===== config.mk =====
export PLATFORM = sky130hd
export DESIGN_NAME = fp_ctl_status_reg
export DESIGN_NICKNAME = d
export VERILOG_FILES = /design/src/rtl/fpcsr_pkg.sv /design/src/rtl/fpcsr_view_port.sv /design/src/rtl/fpcsr_state_regs.sv /design/src/rtl/fpcsr_rm_resolve.sv /design/src/rtl/fp_ctl_status_reg.sv
export SDC_FILE = /design/constraint.sdc
export NUM_CORES = 1
export LEC_CHECK = 0
export ABC_CLOCK_PERIOD_IN_PS = 1900
export BUFFER_PORTS_ARGS = -buffer_cell sky130_fd_sc_hd__buf_2
export CORE_MARGIN = 8
export CORE_UTILIZATION = 36
export CTS_BUF_LIST = sky130_fd_sc_hd__clkbuf_2
export DETAILED_ROUTE_END_ITERATION = 12
export PLACE_DENSITY = 0.88
export SYNTH_ARGS = -nofsm -noshare
export SYNTH_HDL_FRONTEND = slang
export SYNTH_SLANG_ARGS = --single-unit

===== constraint.sdc =====
create_clock -name clk -period 1.9 [get_ports clk]
set_input_delay 0.095 -clock clk [delete_from_list [all_inputs] [get_ports clk]]
set_output_delay 0.095 -clock clk [all_outputs]
set_load 0.005 [all_outputs]

===== src/rtl/fpcsr_pkg.sv =====
package fpcsr_pkg;

    localparam int RM_W     = 3;
    localparam int FLAG_W   = 5;
    localparam int FIELD_W  = RM_W + FLAG_W;

    localparam logic [RM_W-1:0] RM_RNE = 3'b000;
    localparam logic [RM_W-1:0] RM_RMM = 3'b100;
    localparam logic [RM_W-1:0] RM_DYN = 3'b111;

    typedef enum logic [1:0] {
        VIEW_FULL  = 2'b00,
        VIEW_RM    = 2'b01,
        VIEW_FLAGS = 2'b10,
        VIEW_NONE  = 2'b11
    } csr_view_e;

    typedef struct packed {
        logic nv;
        logic dz;
        logic of;
        logic uf;
        logic nx;
    } fflags_t;

    typedef struct packed {
        logic [RM_W-1:0] rm;
        fflags_t         flags;
    } fstate_t;

    // Codes above the last defined mode are reserved.
    function automatic logic rm_code_reserved(input logic [RM_W-1:0] code);
        return code > RM_RMM;
    endfunction

endpackage


===== src/rtl/fpcsr_view_port.sv =====
module fpcsr_view_port
    import fpcsr_pkg::*;
#(
    parameter int XLEN = 32
) (
    input  logic                 access,
    input  logic                 write,
    input  logic [1:0]           view,
    input  logic [XLEN-1:0]      wdata,
    input  fstate_t              cur,
    output logic [XLEN-1:0]      rdata,
    output logic                 wr_rm,
    output logic                 wr_flags,
    output logic [RM_W-1:0]      new_rm,
    output fflags_t              new_flags
);
    localparam int PAD_FULL  = XLEN - FIELD_W;
    localparam int PAD_RM    = XLEN - RM_W;
    localparam int PAD_FLAGS = XLEN - FLAG_W;

    csr_view_e view_e;
    logic      hi_bits_unused;

    assign view_e         = csr_view_e'(view);
    assign hi_bits_unused = ^wdata[XLEN-1:FIELD_W];

    always_comb begin
        rdata     = '0;
        wr_rm     = 1'b0;
        wr_flags  = 1'b0;
        new_rm    = cur.rm;
        new_flags = cur.flags;
        if (access) begin
            unique case (view_e)
                VIEW_FULL: begin
                    rdata     = {{PAD_FULL{1'b0}}, cur};
                    wr_rm     = write;
                    wr_flags  = write;
                    new_rm    = wdata[FIELD_W-1:FLAG_W];
                    new_flags = fflags_t'(wdata[FLAG_W-1:0]);
                end
                VIEW_RM: begin
                    rdata  = {{PAD_RM{1'b0}}, cur.rm};
                    wr_rm  = write;
                    new_rm = wdata[RM_W-1:0];
                end
                VIEW_FLAGS: begin
                    rdata     = {{PAD_FLAGS{1'b0}}, cur.flags};
                    wr_flags  = write;
                    new_flags = fflags_t'(wdata[FLAG_W-1:0]);
                end
                default: rdata = '0;
            endcase
        end
    end
endmodule


===== src/rtl/fpcsr_state_regs.sv =====
module fpcsr_state_regs
    import fpcsr_pkg::*;
(
    input  logic              clk,
    input  logic              rst,
    input  logic              wr_rm,
    input  logic [RM_W-1:0]   new_rm,
    input  logic              wr_flags,
    input  fflags_t           new_flags,
    input  logic              acc_valid,
    input  logic [FLAG_W-1:0] acc_flags,
    output fstate_t           state
);
    fstate_t state_q;

    always_ff @(posedge clk) begin
        if (rst) begin
            state_q.rm    <= RM_RNE;
            state_q.flags <= '0;
        end else begin
            if (wr_rm)
                state_q.rm <= new_rm;
            // A software write to the flags overrides a coincident pulse.
            if (wr_flags)
                state_q.flags <= new_flags;
            else if (acc_valid)
                state_q.flags <= state_q.flags | fflags_t'(acc_flags);
        end
    end

    assign state = state_q;
endmodule


===== src/rtl/fpcsr_rm_resolve.sv =====
module fpcsr_rm_resolve
    import fpcsr_pkg::*;
(
    input  logic [RM_W-1:0] insn_rm,
    input  logic [RM_W-1:0] stored_rm,
    output logic [RM_W-1:0] eff_rm,
    output logic            reserved
);
    always_comb begin
        eff_rm   = (insn_rm == RM_DYN) ? stored_rm : insn_rm;
        reserved = rm_code_reserved(eff_rm);
    end
endmodule


===== src/rtl/fp_ctl_status_reg.sv =====
module fp_ctl_status_reg
    import fpcsr_pkg::*;
#(
    parameter int XLEN = 32
) (
    input  logic              clk,
    input  logic              rst,
    input  logic              csr_valid,
    input  logic              csr_wr,
    input  logic [1:0]        csr_view,
    input  logic [XLEN-1:0]   csr_wdata,
    output logic [XLEN-1:0]   csr_rdata,
    input  logic              acc_valid,
    input  logic [FLAG_W-1:0] acc_flags,
    input  logic [RM_W-1:0]   insn_rm,
    output logic [RM_W-1:0]   eff_rm,
    output logic              rm_reserved
);
    fstate_t           state_q;
    logic              wr_rm;
    logic              wr_flags;
    logic [RM_W-1:0]   new_rm;
    fflags_t           new_flags;

    fpcsr_view_port #(.XLEN(XLEN)) view_i (
        .access    (csr_valid),
        .write     (csr_wr),
        .view      (csr_view),
        .wdata     (csr_wdata),
        .cur       (state_q),
        .rdata     (csr_rdata),
        .wr_rm     (wr_rm),
        .wr_flags  (wr_flags),
        .new_rm    (new_rm),
        .new_flags (new_flags)
    );

    fpcsr_state_regs regs_i (
        .clk       (clk),
        .rst       (rst),
        .wr_rm     (wr_rm),
        .new_rm    (new_rm),
        .wr_flags  (wr_flags),
        .new_flags (new_flags),
        .acc_valid (acc_valid),
        .acc_flags (acc_flags),
        .state     (state_q)
    );

    fpcsr_rm_resolve resolve_i (
        .insn_rm   (insn_rm),
        .stored_rm (state_q.rm),
        .eff_rm    (eff_rm),
        .reserved  (rm_reserved)
    );
endmodule


==> results of run 1 <==
## worst max-delay path, delay by kind of cell (launching register included)
kind            cells  cell delay (ns)
flops               1             0.40
compound gates      1             0.19
buf+inv             1             0.14
simple gates        1             0.11
## layer usage
| layer | wire (um) | part of all wire |
|---|---|---|
| met3 | 253 | 0.13 |
| met5 | 0 | 0 |
| met1 | 714 | 0.38 |
| met4 | 43 | 0.023 |
| met2 | 884 | 0.47 |
## per-stage QoR
stage | cell area, sq um | worst slack (ns)
detailed placement | 771 | 0.825
floorplan | 763 | 1.10
global placement | 771 | 0.878
CTS | 786 | 0.716
global route | 786 | 0.601
finish | 786 | 0.729
## how the worst max path moves through the flow
stage / startpoint / end / slack [ns] / depth (start not counted)
3_5_place_dp: csr_view[0] / regs_i.state[2]$_SDFFE_PP0P_ / 0.83 / 4
3_3_place_gp: csr_view[0] / regs_i.state[1]$_SDFFE_PP0P_ / 0.88 / 4
4_1_cts: regs_i.state[5]$_SDFFE_PP0P_ / csr_rdata[0] / 0.72 / 3
2_1_floorplan: regs_i.state[7]$_SDFFE_PP0P_ / rm_reserved / 1.10 / 2
6_report: regs_i.state[5]$_SDFFE_PP0P_ / csr_rdata[0] / 0.73 / 3
5_1_grt: regs_i.state[5]$_SDFFE_PP0P_ / csr_rdata[0] / 0.60 / 3
## final cells by class
type / count / area (sq um) / share of cell area
flip-flops and latches: 8 / 160 / 0.204
repair buffers: 34 / 170 / 0.217
multi-input cells: 74 / 402 / 0.511
well taps: 25 / 31.3 / 0.0398
inverters: 2 / 7.51 / 0.00955
clock buffers: 3 / 15.0 / 0.0191
## power by group
group          internal, uW  leakage (uW)  switching, uW  total [uW]
Sequential              180     0.0000662           9.31         189
Clock                  43.0     0.0000125           55.7        98.8
Combinational          47.8      0.000327           57.9         106
## layout by cell type (no fill, tap or decap)
cell	count
buf_2	34
conb_1	24
nor2_1	11
a211oi_1	8
dfxtp_1	8
a21oi_1	5
nand2b_1	4
nor3b_1	4
nand3b_1	4
nand2_1	3
o21a_1	3
a21boi_0	3
mux2i_1	3
clkbuf_2	3
inv_1	2
nor3_1	1
and3b_1	1
## cells by family (layout without fill, tap and decap cells)
kind of cell,count (synthesis),after routing,synth area share
compound gates,19,19,0.192
buf+inv,29,39,0.298
flops,8,8,0.237
mux,3,3,0.0444
other cells,1,24,0.00554
simple gates,28,28,0.224
==> reports/results.ini, run 1 <==
[placed_design]
placedCellCount=143
io_buffers=34
dpl.hpwl_um=1630
place.gp.congestion=0.747

[pwr]
total_power_uw=394
ir_worst_vdd_v=0.000177
p_leak_uw=0.000406
power_density_mw_per_mm2=501

[final_layout]
finish.utilization=0.450
nFillCells=190
drive_above_1_share=0.306
fin_nets=170
instances_no_fill=146
area_growth_syn_to_layout_pct=16.1
antenna-diode-count=0
largest_reg_flops=8

[sta]
rsz0062_at_grt=no
setup_viol_count_final=0
finalCritPeriodShare=0.616
finalSetupTns_ns=0
fmax_mhz=854
final-hold-violation-count=0
fin_crit_ns=1.17
fin_skew_ns=0
slew_violations=0
whs_ns=0.130

[clock_network]
post_cts_buffers=0
cts_buffers=3
cts_tree=done
clk_latency_ns=0.23
ctsHoldBuffers=0
h-tree-depth=1
root_buffer=clkbuf_2
cts_resized=0
clockBufferDepth=2
numClockSinks=8
clkTransAtPathRegs_ns=0.08

[global_route]
grt.met2_usage=0.180
grt_pass1_wl_um=2880
globalRouteTotalUtil=0.103
met1_usage=0.0967
antenna_found_initial=0
overflow=0
busiest_layer=met2
grt_max_degree=12
first_global_vias=698
grt_use_met3=0.0456

[yosys]
syn_inst=88
yosysWarnings=0
synth_area_leaders=buf_4, dfxtp_1, a211oi_1
synthArstFlopShare=0
synth_top_cell_area_share=0.266
synth.most_common_cell=buf_4
synth_area_sq_um=677
syn_avg_cell_area_sq_um=7.69
yosysTopAreaCell=buf_4
synth_cell_types=18
ys_seq_area_frac=0.237
synth_edf_count=0
synthFlopType=dfxtp_1
synth_common_cells=buf_4, nor2_1, a211oi_1, dfxtp_1, a21oi_1
ys_ff_latch=8

[critical_path]
crit_path_start_kind=register
critPathSlowestCell=dfxtp_1
worstReg2RegStart=regs_i.state[2]$_SDFFE_PP0P_
worstRegToRegCells=2
max_stage_delay_ns=0.40
path_cells=nand3b_1, a21boi_0, buf_2
crit_fanout=5
endpoint_kind=primary output
crit_arrival_ns=1.08
r2r-end=regs_i.state[2]$_SDFFE_PP0P_
path_class=reg2out
required_ns=1.80
r2r_slack_ns=1.14

[route]
drc=0
vias_per_cell=4.42
drt_iter0_drc=13
final_antenna_net_count=0
firstDrtPassIters=4
wl_per_cell_um=13.0
vias=646
routed_wl_um=1900

[die]
dieArea_sq_mm=0.00352
fp.dieW_um=59.4
core_area_sq_mm=0.00175
rows=15
die_h_um=59.4
initial_core_util=0.388
io_pins=83

[hold_path]
holdPathStages=2
hp-start=rst
min_to=regs_i.state[1]$_SDFFE_PP0P_
hp-class=in2reg

[job]
drv_cap=0

[status]
status=complete, no violations

Note: power is estimated with default switching activity, not from simulation.
==> run 2, diff against run 1 <==
--- a/config.mk
+++ b/config.mk
@@ -5,13 +5,14 @@
 export SDC_FILE = /design/constraint.sdc
 export NUM_CORES = 1
 export LEC_CHECK = 0
-export ABC_CLOCK_PERIOD_IN_PS = 1900
+export ABC_AREA = 1
+export ABC_CLOCK_PERIOD_IN_PS = 1170
 export BUFFER_PORTS_ARGS = -buffer_cell sky130_fd_sc_hd__buf_2
 export CORE_MARGIN = 8
-export CORE_UTILIZATION = 36
+export CORE_UTILIZATION = 34
 export CTS_BUF_LIST = sky130_fd_sc_hd__clkbuf_2
 export DETAILED_ROUTE_END_ITERATION = 12
-export PLACE_DENSITY = 0.88
+export PLACE_DENSITY = 0.81
 export SYNTH_ARGS = -nofsm -noshare
 export SYNTH_HDL_FRONTEND = slang
 export SYNTH_SLANG_ARGS = --single-unit
==> constraint.sdc (replaced) <==
create_clock -name clk -period 1.17 [get_ports clk]
set_input_delay 0.0585 -clock clk [delete_from_list [all_inputs] [get_ports clk]]
set_output_delay 0.0585 -clock clk [all_outputs]
set_load 0.005 [all_outputs]
==> run 2 against run 1 <==
Worst setup slack got worse by 0.63 ns. Worst hold slack got worse by 0.091 ns. Sequential power rose by 60%. Design area rose by 8.1%. Clock power rose by 66%. Die area rose by 9.1%. Register-to-register slack got worse by 0.70 ns. Flip-flop and latch count did not move. Synthesized cell count rose by 34%. Combinational power rose by 75%. Via count rose by 15%. Largest power group unchanged.
==> reports/results.ini, run 2 <==
[yosys]
yosysTopAreaCell=buf_4
synth_common_cells=buf_4, nand2_1, nor2_1, inv_1, dfxtp_1
synth_area_leaders=buf_4, dfxtp_1, nand2_1
syn_inst=118
ys_seq_area_frac=0.223
synth_area_sq_um=719
synth_cell_types=18
syn_avg_cell_area_sq_um=6.10
synth.most_common_cell=buf_4
ys_ff_latch=8
synthFlopType=dfxtp_1
synthArstFlopShare=0
synth_top_cell_area_share=0.261
yosysWarnings=0
synth_edf_count=0

[sta]
finalCritPeriodShare=0.918
rsz0062_at_grt=no
final-hold-violation-count=0
finalSetupTns_ns=0
fmax_mhz=931
fin_crit_ns=1.07
whs_ns=0.0395
setup_viol_count_final=0
slew_violations=0
fin_skew_ns=0
worst_slack_ns=0.0954

[pwr]
switching_share=0.327
p_leak_uw=0.000513
power.clock.fraction=0.252
p_seq_frac=0.465
total_power_uw=653
power_density_mw_per_mm2=769
comb_power_share=0.284
ir_worst_vdd_v=0.000362
power_switching_uw=214
p_int_uw=439

[hold_path]
hp-class=in2reg
holdPathStages=3
hp-start=csr_wdata[3]
min_to=regs_i.state[3]$_SDFFE_PP0P_

[route]
wl_met1_um=688
vias=740
top_layer_used=met4
wl_met3_um=250
drt_iter0_drc=18
wl_per_cell_um=10.1
vias_per_cell=4.09
wl_met2_um=828
final_antenna_net_count=0
firstDrtPassIters=4
routed_wl_um=1830
drc=0

[clock_network]
clk_latency_ns=0.24
h-tree-depth=1
cts_buffers=3
clockBufferDepth=2
root_buffer=clkbuf_2
clkTransAtPathRegs_ns=0.08
numClockSinks=8
cts_tree=done
post_cts_buffers=0

[critical_path]
worstRegToRegCells=4
max_stage_delay_ns=0.35
path_class=reg2out
crit_buf_inv=1
crit_arrival_ns=1.02
critPathSlowestCell=dfxtp_1
required_ns=1.11
crit_fanout=3
r2r_slack_ns=0.44
crit_family=flip-flops
endpoint_kind=primary output
worstReg2RegStart=regs_i.state[2]$_SDFFE_PP0P_
r2r-end=regs_i.state[2]$_SDFFE_PP0P_
crit_path_start_kind=register
path_cells=nand3b_1, nand2_1, a21oi_1, buf_2

[job]
drv_cap=0

[placed_design]
pre_cts_slack_ns=0.231
io_buffers=34
place.gp.congestion=0.821
dpl.hpwl_um=1590

[die]
core_area_sq_mm=0.00198
fp.dieW_um=62
io_pins=83
die_h_um=62
initial_core_util=0.363
dieArea_sq_mm=0.00384
rows=16

[global_route]
antenna_found_initial=0
grt_pass1_wl_um=2500
first_global_vias=617
globalRouteTotalUtil=0.0886
overflow=0
grt_max_degree=10

[final_layout]
fin_nets=203
final_common_cell=buf_2
area_growth_syn_to_layout_pct=18.1
drive_above_1_share=0.299
mostFrequentLayoutCells=buf_2, conb_1, nand2_1
antenna-diode-count=0
largest_reg_flops=8
finish.utilization=0.429

[status]
status=complete, no violations

run 2: cell types whose count changed in the layout (fill, tap and decap cells not counted), sizes merged, moves of 4 or more:
cell | previous run | this run
nand2 | 3 | 23
inv | 2 | 17
nor2 | 11 | 20
a211oi | 8 | 0
o21ai | 0 | 6
nand2b | 4 | 0
nand3 | 0 | 4
nor3b | 4 | 0
run 2: per-stage QoR:
stage	std cells	area [sq um]
after floorplan	141	806
after global placement	177	822
after detailed placement	177	822
after CTS	181	847
after global routing	181	850
final	181	850
run 2: logic make-up (layout without fill, tap and decap cells):
logic type | after synthesis | count (layout) | synth area share
AND/OR/NAND/NOR | 53 | 53 | 0.323
AO/OA/AOI/OAI | 14 | 14 | 0.0991
flip-flops | 8 | 8 | 0.223
buffers and inverters | 42 | 55 | 0.350
other | 1 | 24 | 0.00521
run 2: cell type report:
class,instances,area [sq um]
Clock buffer,3,15.0
Fill cell,213,1130
Inverter,17,63.8
Multi-Input combinational cell,91,394
Sequential cell,8,163
Tap cell,27,33.8
Timing Repair Buffer,35,180
run 2: how the worst max path moves through the flow:
| stage | startpoint | to | slack [ns] | depth (start not counted) |
|---|---|---|---|---|
| after global routing | regs_i.state[5]$_SDFFE_PP0P_ | rm_reserved | 0.01 | 4 |
| after global placement | csr_view[0] | csr_rdata[1] | 0.25 | 6 |
| after detailed placement | csr_view[0] | csr_rdata[0] | 0.23 | 6 |
| final | regs_i.state[5]$_SDFFE_PP0P_ | rm_reserved | 0.1 | 4 |
| after floorplan | csr_view[0] | regs_i.state[6]$_SDFFE_PP0P_ | 0.40 | 4 |
| after CTS | regs_i.state[6]$_SDFFE_PP0P_ | rm_reserved | 0.06 | 4 |
run 2: metal layers:
metal / global-route usage / vias up
li1: - / 387
met1: 0.0897 / 304
met2: 0.145 / 43
met3: 0.0329 / 6
met4: 0.0682 / 0
met5: 0 / -
run 2: timing repair:
| action | 4_1_cts | 5_1_grt |
|---|---|---|
| hold endpoints to repair | 1 | 0 |
| setup endpoints to repair | 0 | 1 |
| resized for setup | 0 | 2 |
| hold buffers | 1 | 0 |
run 2: tightest hold or removal path, cell delays in order:
cell and delay, ns:
buf_2 0.08, nor2_1 0.03, nor2_1 0.08
run 2: power by group through the flow:
| stage | combinational (uW) | clock, uW | sequential [uW] |
|---|---|---|---|
| finish | 185 | 164 | 303 |
| detailed placement | 179 | 0 | 308 |
| floorplan | 165 | 0 | 305 |
| global placement | 177 | 0 | 308 |
| CTS | 183 | 165 | 302 |
| global route | 215 | 181 | 305 |
==> run 3, diff against run 2 <==
--- a/config.mk
+++ b/config.mk
@@ -12,7 +12,7 @@
 export CORE_UTILIZATION = 34
 export CTS_BUF_LIST = sky130_fd_sc_hd__clkbuf_2
 export DETAILED_ROUTE_END_ITERATION = 12
-export PLACE_DENSITY = 0.81
+export PLACE_DENSITY = 0.8
 export SYNTH_ARGS = -nofsm -noshare
 export SYNTH_HDL_FRONTEND = slang
 export SYNTH_SLANG_ARGS = --single-unit
==> run 3 against run 2 <==
Global-route usage decreased by 0.080 points. Combinational power about the same. Maximum frequency decreased by 0.31%. Flip-flop and latch count unchanged. Cell count unchanged. Clock-buffer cell count unchanged. Critical endpoint unchanged. Largest power group unchanged. Highest routed layer unchanged.
==> reports/results.ini, run 3 (synthesis gave the netlist of run 2 again) <==
[final_layout]
mostFrequentLayoutCells=buf_2, conb_1, nand2_1
final_area_sq_um=850
antenna-diode-count=0
final_common_cell=buf_2
drive_above_1_share=0.299
area_growth_syn_to_layout_pct=18.1
finish.utilization=0.429
largest_reg_flops=8
fin_nets=203

[route]
wl_per_cell_um=10.1
vias=730
routed_wl_um=1830
firstDrtPassIters=4
final_antenna_net_count=0
drt_iter0_drc=23
drc=0
vias_per_cell=4.03

[job]
drv_cap=0

[sta]
fmax_mhz=928
fin_crit_ns=1.08
finalSetupTns_ns=0
final-hold-violation-count=0
slew_violations=0
finalCritPeriodShare=0.921
rsz0062_at_grt=no
fin_skew_ns=0
setup_viol_count_final=0
whs_ns=0.0363

[global_route]
antenna_found_initial=0
first_global_vias=587
globalRouteTotalUtil=0.0878
overflow=0
grt_max_degree=10
grt_pass1_wl_um=2500

[placed_design]
dpl.hpwl_um=1590
place_area_sq_um=822
io_buffers=34
place.gp.congestion=0.852

[critical_path]
crit_path_start_kind=register
crit_fanout=3
path_class=reg2out
worstRegToRegCells=4
r2r-end=regs_i.state[2]$_SDFFE_PP0P_
endpoint_kind=primary output
required_ns=1.11
crit_arrival_ns=1.02
r2r_slack_ns=0.46
worstReg2RegStart=regs_i.state[2]$_SDFFE_PP0P_

[clock_network]
cts_buffers=3
cts_tree=done
root_buffer=clkbuf_2
numClockSinks=8
clkTransAtPathRegs_ns=0.08
clockBufferDepth=2
post_cts_buffers=0
h-tree-depth=1
clk_latency_ns=0.24

[status]
status=complete, no violations

[hold_path]
hp-start=csr_wdata[4]
min_to=regs_i.state[4]$_SDFFE_PP0P_
hp-class=in2reg
holdPathStages=3

[die]
initial_core_util=0.363
fp.dieW_um=62
io_pins=83
die_h_um=62
dieArea_sq_mm=0.00384
core_area_sq_mm=0.00198
rows=16

[pwr]
p_leak_uw=0.000513
ir_worst_vdd_v=0.000555
power_density_mw_per_mm2=774

run 3: layer usage:
| layer | GRT usage | vias up | wire length, um |
|---|---|---|---|
| met2 | 0.117 | 46 | 697 |
| met4 | 0.0487 | 0 | 24 |
| met1 | 0.111 | 297 | 781 |
| met5 | 0 | - | 0 |
| li1 | - | 384 | - |
| met3 | 0.0432 | 3 | 329 |
run 3: how the worst max path moves through the flow:
stage                                            start                            to  slack, ns  cells past startpoint
final                     regs_i.state[5]$_SDFFE_PP0P_                   rm_reserved       0.09                      4
after global routing      regs_i.state[5]$_SDFFE_PP0P_                   rm_reserved      0.001                      4
after CTS                 regs_i.state[6]$_SDFFE_PP0P_                   rm_reserved       0.06                      4
after detailed placement                   csr_view[0]                  csr_rdata[1]       0.22                      6
after global placement                     csr_view[0]                  csr_rdata[2]       0.24                      6
after floorplan                            csr_view[0]  regs_i.state[6]$_SDFFE_PP0P_       0.40                      4
run 3: cell type report:
cell class              count  area, sq um
repair buffers             35          180
clock buffers               3         15.0
inverters                  17         63.8
fillers                   221         1130
well taps                  27         33.8
multi-input cells          91          394
flip-flops and latches      8          163
run 3: worst max-delay path, cell delays in order (launching register included):
cell and delay [ns]:
dfxtp_1 0.35, nand3b_1 0.11, nand2_1 0.07, a21oi_1 0.13
buf_2 0.12
run 3: metrics by stage:
step	cells	total power, uW	worst slack (ns)
after floorplan	141	470	0.396
after global placement	177	485	0.238
after detailed placement	177	488	0.225
after CTS	181	658	0.0620
after global routing	181	711	0.000960
final	181	658	0.0920
run 3: what timing repair did:
action	4_1_cts	5_1_grt
gates resized for setup	0	2
endpoints found under the setup margin	0	1
hold buffers	1	0
endpoints found under the hold margin	1	0
run 3: power breakdown:
part	leakage (uW)	total, uW	switching (uW)	internal (uW)
sequential	0.0000670	302	9.64	293
clock	0.0000125	170	99.9	69.9
combinational	0.000433	186	109	76.5
total	0.000513	658	219	439
